===== src/rtl/trdy_ctrl.sv =====
module trdy_ctrl #(
  parameter int GAP = 3
) (
  input  logic clk,
  input  logic rst_n,
  input  logic ads,
  input  logic ads_wr,
  input  logic snp_vld,
  input  logic snp_hitm,
  input  logic part_buf_rdy,
  input  logic line_buf_rdy,
  input  logic dbsy,
  input  logic prev_rsp_done,
  input  logic rsp_now,
  input  logic rsp_fail,
  output logic trdy,
  output logic wr_commit,
  output logic wr_discard
);
  localparam int CW = $clog2(GAP + 1);

  typedef enum logic [2:0] {
    ST_IDLE, ST_WAIT_EL, ST_ASSERT, ST_HOLD, ST_DROP, ST_WAIT_SEC
  } st_t;

  st_t state, nxt;
  logic [CW-1:0] cnt;
  logic wr_q, snp_seen, hitm_seen, phase2, dbsy_first;

  logic idle_w, age_ok, seen_now, hit_now, go_assert, done_st;
  assign idle_w   = (state == ST_IDLE);
  assign age_ok   = (cnt >= CW'(GAP));
  assign seen_now = snp_seen | snp_vld;
  assign hit_now  = hitm_seen | (snp_vld & snp_hitm);
  assign go_assert = (nxt == ST_ASSERT) && (state != ST_ASSERT);
  assign done_st  = phase2;

  always_comb begin
    nxt = state;
    case (state)
      ST_IDLE:    if (ads) nxt = ST_WAIT_EL;
      ST_WAIT_EL: begin
        if (!wr_q) nxt = ST_WAIT_SEC;
        else if (age_ok && part_buf_rdy && prev_rsp_done && !rsp_now) nxt = ST_ASSERT;
      end
      ST_ASSERT: begin
        if (rsp_now || !dbsy_first) nxt = done_st ? ST_IDLE : ST_WAIT_SEC;
        else if (!dbsy)             nxt = ST_DROP;
        else                        nxt = ST_HOLD;
      end
      ST_HOLD: begin
        if (rsp_now)    nxt = done_st ? ST_IDLE : ST_WAIT_SEC;
        else if (!dbsy) nxt = ST_DROP;
      end
      ST_DROP:    nxt = done_st ? ST_IDLE : ST_WAIT_SEC;
      ST_WAIT_SEC: begin
        if (seen_now && !hit_now) nxt = ST_IDLE;
        else if (hit_now && age_ok && line_buf_rdy && prev_rsp_done && !rsp_now)
          nxt = ST_ASSERT;
      end
      default:    nxt = ST_IDLE;
    endcase
  end

  always_ff @(posedge clk) begin
    if (!rst_n) begin
      state      <= ST_IDLE;
      cnt        <= '0;
      wr_q       <= 1'b0;
      snp_seen   <= 1'b0;
      hitm_seen  <= 1'b0;
      phase2     <= 1'b0;
      dbsy_first <= 1'b0;
      wr_commit  <= 1'b0;
      wr_discard <= 1'b0;
    end else begin
      state      <= nxt;
      wr_commit  <= rsp_now & ~rsp_fail & wr_q;
      wr_discard <= rsp_now &  rsp_fail & wr_q;
      if (go_assert) dbsy_first <= dbsy;
      if (idle_w && ads) begin
        cnt       <= CW'(1);
        wr_q      <= ads_wr;
        snp_seen  <= 1'b0;
        hitm_seen <= 1'b0;
        phase2    <= 1'b0;
      end else begin
        if (!age_ok) cnt <= cnt + 1'b1;
        if (!idle_w && snp_vld) begin
          snp_seen  <= 1'b1;
          hitm_seen <= hitm_seen | snp_hitm;
        end
        if (state == ST_WAIT_SEC && go_assert) phase2 <= 1'b1;
        if (!idle_w && nxt == ST_IDLE) begin
          hitm_seen <= 1'b0;
          phase2    <= 1'b0;
        end
      end
    end
  end

  assign trdy = (state == ST_ASSERT || state == ST_HOLD || state == ST_DROP) && !rsp_now;
endmodule


===== config.mk =====
export PLATFORM = sky130hd
export DESIGN_NAME = trdy_ctrl
export DESIGN_NICKNAME = d
export VERILOG_FILES = /design/src/rtl/trdy_ctrl.sv
export SDC_FILE = /design/constraint.sdc
export NUM_CORES = 1
export LEC_CHECK = 0
export BUFFER_PORTS_ARGS = -buffer_cell sky130_fd_sc_hd__buf_4
export CAP_MARGIN = 25
export CORE_MARGIN = 2
export CORE_UTILIZATION = 42
export CTS_CLUSTER_DIAMETER = 40
export CTS_CLUSTER_SIZE = 10
export DETAILED_ROUTE_END_ITERATION = 10
export GPL_TIMING_DRIVEN = 0
export SLEW_MARGIN = 10
export SYNTH_ARGS = -nofsm -noshare
export SYNTH_HDL_FRONTEND = slang
export SYNTH_SLANG_ARGS = --single-unit

===== constraint.sdc =====
create_clock -name clk -period 2 [get_ports clk]
set_input_delay 0.4 -clock clk [delete_from_list [all_inputs] [get_ports clk]]
set_output_delay 0.4 -clock clk [all_outputs]
set_load 0.005 [all_outputs]

==> flow_metrics.env <==
export IMPL_outcome="finished, final reports clean"
export IMPL_end_kind="flip-flop"
export IMPL_route_detailed_drc=0
export IMPL_place_area_sq_um=827
export IMPL_cts_buffer_depth=2
export IMPL_grt_max_degree=10
export IMPL_slew_viol_final=0
export IMPL_area_growth_pct=21.0
export IMPL_worstMarginPinSlew_ns=0.341
export IMPL_max_cap_violations=0
export IMPL_grt_pass1_vias=592
export IMPL_holdWs_ns=0.291
export IMPL_finalClockSkew_ns=0.00371
export IMPL_fmax_mhz=590
export IMPL_synth_commonest_cells="dfxtp_1, nand2_1, nor2_1"
export IMPL_clock_sinks=12
export IMPL_syn_avg_cell_area_sq_um=9.12
export IMPL_syn_inst=77
export IMPL_cp_required_ns=2.16
export IMPL_cts_tree="built"
export IMPL_core_sq_um=1540
export IMPL_vias=607
export IMPL_initial_core_util_pct=45.5
export IMPL_dieArea_sq_um=2010
export IMPL_critPathLaunchType="flip-flop"
export IMPL_syn_nets=90
export IMPL_n_antenna_cell=0
export IMPL_cts_setup_buffers=0
export IMPL_regArea_sq_um=240
export IMPL_relSlewSlack_pct=77.3
export IMPL_ys_warn_count=0
export IMPL_min_delay_path_depth=2
export IMPL_fin_crit_ns=1.69
export IMPL_io_pins=15
export IMPL_finalSetupTns_ns=0
export IMPL_clk_pin_slew_worst_paths_ns=0.07
export IMPL_path_max_fanout=4
export IMPL_yosysUniqueCellTypes=33
export IMPL_drive_gt1_share_pct=33.0
export IMPL_synth_edf_count=0
export IMPL_ctsResizeCount=0
export IMPL_cts_root_buffer="clkbuf_4"
export IMPL_postRouteAntennaNets=0
export IMPL_layout_cells_non_filler=110
export IMPL_reg2reg_depth=6
export IMPL_final_nets=109
export IMPL_final_area_sq_um=850
export IMPL_yosysSeqAreaShare_pct=34.2
export IMPL_insertion_delay_ns=0.27
export IMPL_utilization_pct=55.1
export IMPL_wirelength_mm=1.41
export IMPL_dp_cells=107
export IMPL_wire_per_inst_um=12.8
export IMPL_yosysMostFrequentCell="dfxtp_1"
export IMPL_setup_violations=0
export IMPL_cts_max_level=1
export IMPL_finalHoldViolCount=0
export IMPL_die_y_um=44.9
export IMPL_critPathKind="reg2reg"
export IMPL_cts_buffers=3
export IMPL_min_period_over_period_pct=84.7
export IMPL_first_pass_iters=4
export IMPL_ir_worst_vdd_mv=0.421
export IMPL_power_density_nw_per_um2=718
export IMPL_place_congestion=0.728
export IMPL_arrival_ns=1.86
export IMPL_total_leakage_power_nw=0.348
export IMPL_rows=14
export IMPL_fill_cells=147
export IMPL_multiInputGateArea_sq_um=439
export IMPL_grt_antenna_before_repair=0
export IMPL_min_path_type="in2reg"
export IMPL_yosys_area_top_type="dfxtp_1"
export IMPL_die_w_um=44.9
export IMPL_port_buffers=14
export IMPL_synth_top_area_share_pct=34.2
export IMPL_synth_seq_cells=12
export IMPL_gr_total_overflow=0
export IMPL_synth_ff_type="dfxtp_1"
export IMPL_grt_pass1_wl_mm=2.42
export IMPL_viasPerCell=5.52
export IMPL_yosys_top_cells_area="dfxtp_1, nor3b_2, nand2_1, nor2_1, a31oi_1"
export IMPL_rsz0062_at_grt="false"
export IMPL_hpwl_mm=1.09
export IMPL_drt_iter0_drc=6
export IMPL_cts_hold_buf=0
export IMPL_syn_area_sq_um=702
export IMPL_async_reset_ff_share_pct=0
export IMPL_grt_usage_pct=16.9
-- critical path, stage by stage, from the launching register on --
cell	delay [ns]
dfxtp_1	0.35
ha_1	0.29
nand3b_4	0.11
o221a_1	0.26
nor3_1	0.26
nand4b_1	0.15
nor3b_2	0.17
-- logic make-up (layout without fill, tap and decap cells) --
kind of cell | after synthesis | after routing | synth area share, %
and+or+nand+nor | 42 | 42 | 40.6
AOI/OAI and AO/OA | 15 | 15 | 16.0
DFF | 12 | 12 | 34.2
buffers and inverters | 4 | 21 | 3.21
muxes | 2 | 2 | 2.85
adders and majority gates | 1 | 1 | 1.78
xor gates and xnor gates | 1 | 1 | 1.25
-- layout by cell type (no fill, tap or decap), drive strengths merged --
| cell | n |
|---|---|
| dfxtp | 12 |
| and2b | 1 |
| a21oi | 3 |
| nor4b | 1 |
| o21ba | 1 |
| buf | 15 |
| ha | 1 |
| nand2 | 9 |
| nand2b | 1 |
| o21ai | 2 |
| and3 | 1 |
| xor2 | 1 |
| or2 | 1 |
| nand4b | 2 |
| o221a | 1 |
| nor2 | 9 |
| nor4 | 1 |
| a211oi | 1 |
| clkbuf | 3 |
| nand3b | 2 |
| or3 | 1 |
| mux2i | 2 |
| a21o | 1 |
| a31oi | 4 |
| inv | 3 |
| nor2b | 4 |
| nand3 | 2 |
| a21boi | 2 |
| nor3 | 3 |
| nor3b | 4 |
-- layer usage --
metal / vias up / GRT usage (%) / part of all wire [%]
met1: 277 / 19.0 / 45
met2: 17 / 28.7 / 48
met4: 0 / 5.29 / 0
met5: - / 0 / 0
li1: 313 / - / -
met3: 0 / 7.60 / 6.7
-- power by group --
part | internal (W) | switching, W
logic | 0.0000922 | 0.0000900
registers | 0.000261 | 0.0000210
clock network | 0.0000697 | 0.0000758
total | 0.000423 | 0.000187
-- sequential cells by signal (all words and copies together), names as in the netlist --
| signal | flops |
|---|---|
| cnt | 2 |
| dbsy_first | 1 |
| done_st | 1 |
| hitm_seen | 1 |
| snp_seen | 1 |
| state | 3 |
| wr_commit | 1 |
| wr_discard | 1 |
| wr_q | 1 |
-- layout make-up --
| cell class | count | share of cell area, % |
|---|---|---|
| multi-input combinational | 61 | 51.7 |
| sequential | 12 | 28.3 |
| timing repair buffer | 14 | 12.4 |
| clock buffer | 3 | 2.65 |
| buffer | 1 | 1.33 |
| tap | 16 | 2.36 |
| inverter | 3 | 1.33 |
-- final timing paths --
check,from,to,slack [ns]
worst min-delay path,rsp_fail,wr_commit,0.29
worst min register to register,dbsy_first,dbsy_first,0.47
worst max-delay path,cnt[0],done_st,0.31
worst max register to register,cnt[0],done_st,0.31
-- metrics by stage --
stage	worst slack, ns	total power [W]
2_1_floorplan	0.480	0.000415
3_3_place_gp	0.313	0.000468
3_5_place_dp	0.308	0.000470
4_1_cts	0.294	0.000621
5_1_grt	0.217	0.000663
6_report	0.306	0.000610
(Power assumes the default switching activity.)
